**src/rtl/gpio_pkg.sv**
```systemverilog
package gpio_pkg;

  // Register byte offsets (software decodes these, so they are fixed)
  localparam logic [31:0] OFF_PIN_VIEW = 32'h10;
  localparam logic [31:0] OFF_OUT_LAT  = 32'h14;
  localparam logic [31:0] OFF_SET_CLR  = 32'h18;

  localparam int BUS_W = 32;

  typedef enum logic [1:0] {
    SEL_NONE,
    SEL_PIN_VIEW,
    SEL_OUT_LAT,
    SEL_SET_CLR
  } reg_sel_e;

  function automatic reg_sel_e decode_off(input logic [31:0] off);
    case (off)
      OFF_PIN_VIEW: decode_off = SEL_PIN_VIEW;
      OFF_OUT_LAT:  decode_off = SEL_OUT_LAT;
      OFF_SET_CLR:  decode_off = SEL_SET_CLR;
      default:      decode_off = SEL_NONE;
    endcase
  endfunction

endpackage

```
**src/rtl/gpio_in_sync.sv**
```systemverilog
module gpio_in_sync #(
  parameter int W      = 16,
  parameter int STAGES = 2
) (
  input  logic         clk,
  input  logic         rst,
  input  logic [W-1:0] din,
  output logic [W-1:0] dout
);

  logic [W-1:0] stg [STAGES];

  genvar i;
  generate
    for (i = 0; i < STAGES; i++) begin : g_stage
      if (i == 0) begin : g_first
        always_ff @(posedge clk) begin
          if (rst) stg[0] <= '0;
          else     stg[0] <= din;
        end
      end else begin : g_next
        always_ff @(posedge clk) begin
          if (rst) stg[i] <= '0;
          else     stg[i] <= stg[i-1];
        end
      end
    end
  endgenerate

  assign dout = stg[STAGES-1];

endmodule

```
**src/rtl/gpio_out_latch.sv**
```systemverilog
module gpio_out_latch #(
  parameter int W = 16
) (
  input  logic         clk,
  input  logic         rst,
  input  logic         load_en,
  input  logic [W-1:0] load_val,
  input  logic         sc_en,
  input  logic [W-1:0] set_mask,
  input  logic [W-1:0] clr_mask,
  output logic [W-1:0] q
);

  logic [W-1:0] nxt;

  always_comb begin
    nxt = q;
    if (load_en)
      nxt = load_val;
    else if (sc_en)
      nxt = (q & ~clr_mask) | set_mask;   // clear first, set last: set wins
  end

  always_ff @(posedge clk) begin
    if (rst) q <= '0;
    else     q <= nxt;
  end

endmodule

```
**src/rtl/gpio_rd_mux.sv**
```systemverilog
module gpio_rd_mux #(
  parameter int W  = 16,
  parameter int DW = 32
) (
  input  logic               clk,
  input  logic               rst,
  input  logic               rd_en,
  input  gpio_pkg::reg_sel_e sel,
  input  logic [W-1:0]       pin_view,
  input  logic [W-1:0]       out_lat,
  output logic [DW-1:0]      rdata
);
  import gpio_pkg::*;

  logic [DW-1:0] mux;

  always_comb begin
    mux = '0;
    case (sel)
      SEL_PIN_VIEW: mux = DW'(pin_view);
      SEL_OUT_LAT:  mux = DW'(out_lat);
      default:      mux = '0;
    endcase
  end

  always_ff @(posedge clk) begin
    if (rst)        rdata <= '0;
    else if (rd_en) rdata <= mux;
    else            rdata <= '0;
  end

endmodule

```
**src/rtl/gpio_bitport.sv**
```systemverilog
module gpio_bitport #(
  parameter int NPINS       = 16,
  parameter int AW          = 8,
  parameter int SYNC_STAGES = 2
) (
  input  logic             clk,
  input  logic             rst,
  input  logic [AW-1:0]    addr,
  input  logic             wr_en,
  input  logic [31:0]      wdata,
  input  logic             rd_en,
  output logic [31:0]      rdata,
  input  logic [NPINS-1:0] pins_in,
  output logic [NPINS-1:0] pins_out
);
  import gpio_pkg::*;

  localparam int HALF = BUS_W / 2;

  reg_sel_e         sel;
  logic [NPINS-1:0] pin_view;
  logic             load_en;
  logic             sc_en;

  assign sel     = decode_off(32'(addr));
  assign load_en = wr_en && (sel == SEL_OUT_LAT);
  assign sc_en   = wr_en && (sel == SEL_SET_CLR);

  gpio_in_sync #(.W(NPINS), .STAGES(SYNC_STAGES)) u_sync (
    .clk  (clk),
    .rst  (rst),
    .din  (pins_in),
    .dout (pin_view)
  );

  gpio_out_latch #(.W(NPINS)) u_out (
    .clk      (clk),
    .rst      (rst),
    .load_en  (load_en),
    .load_val (wdata[NPINS-1:0]),
    .sc_en    (sc_en),
    .set_mask (wdata[NPINS-1:0]),
    .clr_mask (wdata[HALF+NPINS-1:HALF]),
    .q        (pins_out)
  );

  gpio_rd_mux #(.W(NPINS), .DW(BUS_W)) u_rd (
    .clk      (clk),
    .rst      (rst),
    .rd_en    (rd_en),
    .sel      (sel),
    .pin_view (pin_view),
    .out_lat  (pins_out),
    .rdata    (rdata)
  );

endmodule

```
**config.mk**
```make
export PLATFORM = sky130hd
export DESIGN_NAME = gpio_bitport
export DESIGN_NICKNAME = d
export VERILOG_FILES = /design/src/rtl/gpio_pkg.sv /design/src/rtl/gpio_in_sync.sv /design/src/rtl/gpio_out_latch.sv /design/src/rtl/gpio_rd_mux.sv /design/src/rtl/gpio_bitport.sv
export SDC_FILE = /design/constraint.sdc
export NUM_CORES = 1
export LEC_CHECK = 0
export CAP_MARGIN = 30
export CORE_MARGIN = 5
export CORE_UTILIZATION = 25
export DETAILED_ROUTE_END_ITERATION = 6
export PLACE_DENSITY = 0.6
export SETUP_SLACK_MARGIN = 0.1
export SYNTH_ARGS = -nofsm -noshare
export SYNTH_HDL_FRONTEND = slang
export SYNTH_HIERARCHICAL = 1
export SYNTH_SLANG_ARGS = --single-unit
export TNS_END_PERCENT = 20
```
**constraint.sdc**
```tcl
create_clock -name clk -period 3.1 [get_ports clk]
set_input_delay 0.62 -clock clk [delete_from_list [all_inputs] [get_ports clk]]
set_output_delay 0.62 -clock clk [all_outputs]
set_load 0.005 [all_outputs]
```
After elaboration in Yosys (flattened, before gate mapping). Memories as Yosys holds them, arrays and structs flattened. Index checks and enable logic that the tools add are counted.

Equal/unequal tests: 6. Multiplexer cells: 9. Reductions and logical operators: 4. Bitwise gates (word level): 6.

Operators with widths (count): $mux W16 (4); $pmux W16 S2 (1); $eq A8 B5 Y1 const B (3); $and A16 B16 Y16 (1); $not A16 Y16 (1); $or A16 B16 Y16 (1); $pmux W2 S3 (1); $eq A2 B2 Y1 const B (2); $mux W1 (3); $eq A2 B1 Y1 const B (1); $logic_and A1 B1 Y1 (2); $or A1 B1 Y1 (2); $reduce_bool A2 Y1 (1); $reduce_or A2 Y1 (1); $not A1 Y1 (1).

Logic and storage cells: 28. Output and inout port bits: 48. Flip-flop bits (word level): 48. Input port bits: 60. Memory bits (writable): 32. Memories: 1.

Memory list: u_sync.stg (depth 2, bits a word 16, read ports 2, clocked after Yosys merged registers in 0, write ports 2, line gpio_in_sync.sv:11) `logic [W-1:0] stg [STAGES];`.

Longest topological paths before layout.
Depth after elaboration: 6. Mapped depth: 8. Gate-level depth less buffers: 6.

Cells and area by module. Netlist, hierarchy kept.

Modules (own cells, without submodules): gpio_out_latch (seq. area each 320.3 um2, cells an instance 87, area an instance 898.4 um2, times used 1); gpio_in_sync (seq. area each 640.6 um2, cells an instance 67, area an instance 863.3 um2, times used 1); gpio_rd_mux (seq. area each 320.3 um2, cells an instance 76, area an instance 704.4 um2, times used 1); gpio_bitport (seq. area each 0.0 um2, cells an instance 8, area an instance 62.6 um2, times used 1).

Worst setup path after synthesis. Ideal clock, no wire load.

Path type: input -> register. Start: input addr[1]. End: register u_rd.rdata[0]. Arrival: 2.476 ns. Library setup time: 0.065 ns. Cell stages on the path: 8. Buffers on the path: 2. Slack: 0.559 ns. Data required time: 3.035 ns. Cells stage by stage: or4b_4 -> nor4_1 -> inv_1 -> ha_1 -> or3b_1 -> buf_6 -> buf_6 -> nor2_1.

Longest elaborated chain between the ends: 4.

RTL lines: from (decl) (line gpio_bitport.sv:8) `input logic [AW-1:0] addr,`; $eq A8 B5 Y1 (line gpio_pkg.sv:18) `case (off)`; $pmux W2 S3 (*) (line gpio_pkg.sv:18); net sel[0] (line gpio_bitport.sv:20) `reg_sel_e sel;`; $eq A2 B2 Y1 or $eq A2 B1 Y1 (tied branches) (line gpio_rd_mux.sv:19) `case (sel)`; $pmux W16 S2 (*) (line gpio_rd_mux.sv:19); to (signal assigned) (line gpio_rd_mux.sv:28) `else if (rd_en) rdata <= mux;`; to (decl) (line gpio_rd_mux.sv:11) `output logic [DW-1:0] rdata`.

The timed path passes the listed nets; every way through them passes the cells marked *. A chain may end at the register's enable or synchronous reset.

Final worst setup path.
Start: input addr[1]. End: register u_rd.rdata[9].

Same word-level chain as after synthesis.

==> results.py <==
metrics = {
    "cts": {
        "clock_path_buffers": 2,
        "root_buffer": "clkbuf_8",
        "cts.clk_slew.worst_paths_ps": 70,
        "hold_buffers": 0,
        "cts.sinks": 64,
        "post-cts-setup-buffer-count": 0,
        "postCtsResizedCells": 0,
        "clkLatencyLatePin_ps": 330,
        "cts_max_level": 3,
        "cts_tree": "done",
        "numCtsBuffers": 9,
    },
    "setup_path": {
        "cp_data_required_time_ps": 3360,
        "endpoint_kind": "flop",
        "path_class": "input port to flop",
        "critPathLaunchType": "input port",
        "critPathMaxFanout": 16,
        "crit_arrival_ps": 2950,
    },
    "timing": {
        "min_period_over_period_pct": 86.9,
        "finalSetupTns_ps": 0,
        "hold_viol": 0,
        "fin_crit_ps": 2690,
        "worst_pin_slew_ps": 558,
        "finalClockSkew_ps": 10.3,
        "rsz0062_at_grt": "no",
        "fmax_mhz": 371,
        "slew_headroom_pct": 62.8,
        "fin_ws_ps": 408,
        "setup_viol": 0,
        "final_max_slew_viol_count": 0,
    },
    "grt": {
        "grt.total_usage_pct": 9.51,
        "grt-ovfl-total": 0,
        "antenna_found_initial": 0,
        "grt_max_degree": 37,
        "grt_pass1_vias": 1753,
        "grt_first_pass_wirelength_mm": 9.18,
    },
    "final_layout": {
        "layout-drive-gt1-share_pct": 12.0,
        "layout_common_cells": "clkdlybuf4s50_1, dfxtp_1, nor2b_1",
        "fillCellCount": 1023,
        "final_cell_area_um2": 3730,
        "syn_to_final_growth_pct": 47.6,
        "antenna_cells": 0,
        "finish.utilization_pct": 38.0,
        "layout.nets": 389,
        "final_common_cell": "clkdlybuf4s50_1",
    },
    "detailed_routing": {
        "routedWlPerCell_um": 13.2,
        "first_pass_iters": 4,
        "vias": 1868,
        "remaining_drc_errors": 0,
        "antenna_left": 0,
        "drt_wl_total_mm": 6.13,
        "drtIter0Drc": 44,
        "viasPerCell": 4.02,
    },
    "place": {
        "gp_congestion": 0.790,
        "dpl_cell_area_um2": 3480,
        "hpwl_mm": 4.71,
        "io_buffers": 91,
        "dp_slack_ps": 55.6,
    },
    "synthesis": {
        "synth_area_per_cell_um2": 10.6,
        "synth_top_area_share_pct": 50.7,
        "synth_seq_cells": 64,
        "yosys.area.top_type": "dfxtp_1",
        "yosysWarnings": 6,
        "syn_area_um2": 2530,
        "yosys.cell_types.count": 21,
        "synthCells": 238,
        "synth-seq-area-share_pct": 50.7,
        "yosys-top-cells-area": "dfxtp_1, a221oi_2, nor2b_1, buf_4, a21bo_1",
    },
    "floorplanning": {
        "die_y_um": 111,
        "coreArea_um2": 9820,
        "ios": 108,
        "initial_core_util_pct": 25.8,
        "rows": 36,
        "die_width_um": 111,
        "dieArea_um2": 12200,
    },
    "power_and_ir_drop": {
        "ir_drop_uv": 231,
        "leakagePower_nw": 1.34,
        "power_mw": 1.86,
        "p_per_area_nw_per_um2": 498,
    },
    "status": {
        "status": "finished, final reports clean",
    },
    "worst_hold_path": {
        "worstHoldPathType": "flop to flop",
    },
    "job": {
        "max-cap-violations": 0,
    },
}
-- flip-flops by register name (all words and copies together) (netlist names) --
| register | cells |
|---|---|
| u_sync/stg | 32 |
| u_out/q | 16 |
| u_rd/rdata | 16 |
-- worst max-delay path, stage by stage --
cell and delay, ps:
clkdlybuf4s50_1 410, or4b_4 580, nor4_1 280, inv_1 90, ha_1 290, or3b_1 370
buf_4 200, nor2_1 120
-- area by class of cell --
cell class	count	area (um2)	area share, %
Clock buffer	10	138	3.69
Clock inverter	6	115	3.08
Inverter	18	67.6	1.81
Multi-Input combinational cell	139	1020	27.2
Sequential cell	64	1280	34.3
Tap cell	133	166	4.46
Timing Repair Buffer	95	948	25.4
-- cell families after synthesis --
group,after synthesis,synth area share (%)
adders and majority gates,2,0.989
other,1,0.148
and+or+nand+nor,56,12.8
DFF,64,50.7
buffers and inverters,50,11.8
xor gates and xnor gates,1,0.346
AOI/OAI and AO/OA,64,23.3
-- per-layer routing --
layer,GRT usage [%],up-vias,part of all wire (%)
met3,3.17,7,4.6
li1,-,960,-
met1,11.7,843,47
met4,4.35,0,1.9
met2,15.0,58,46
met5,0,-,0
-- through the flow --
| stage | cells | hold WS, ps |
|---|---|---|
| 2_1_floorplan | 253 | 414 |
| 3_3_place_gp | 449 | 420 |
| 3_5_place_dp | 449 | 428 |
| 4_1_cts | 465 | 442 |
| 5_1_grt | 465 | 449 |
| 6_report | 465 | 436 |
-- cell usage after synthesis --
| cell | instances |
|---|---|
| a21bo_1 | 14 |
| nor4_1 | 4 |
| nor2_1 | 16 |
| inv_1 | 18 |
| a221oi_2 | 14 |
| buf_2 | 5 |
| buf_4 | 20 |
| conb_1 | 1 |
| dfxtp_1 | 64 |
| or4b_4 | 1 |
| a21bo_2 | 2 |
| nand3b_1 | 2 |
| ha_1 | 2 |
| buf_6 | 4 |
| clkbuf_1 | 3 |
| a22oi_1 | 16 |
| nor2b_1 | 32 |
| a21oi_1 | 16 |
| a221oi_1 | 2 |
| xnor2_1 | 1 |
| or3b_1 | 1 |
-- power by group --
group,switching (mW),total (mW),internal [mW]
clock,0.326,0.886,0.560
combinational,0.0431,0.125,0.0819
sequential,0.00492,0.847,0.842
total,0.374,1.86,1.48
-- final timing paths --
path                            slack (ps)  cells past startpoint             start          endpoint
worst max-delay path                   410                      8           addr[1]     u_rd/rdata[9]
worst min-delay path                   440                      1  u_sync/stg[0][3]  u_sync/stg[1][3]
worst max register to register        2090                      2       u_out/q[11]       u_out/q[11]
worst min register to register         440                      1  u_sync/stg[0][3]  u_sync/stg[1][3]
(Power assumes the default switching activity.)
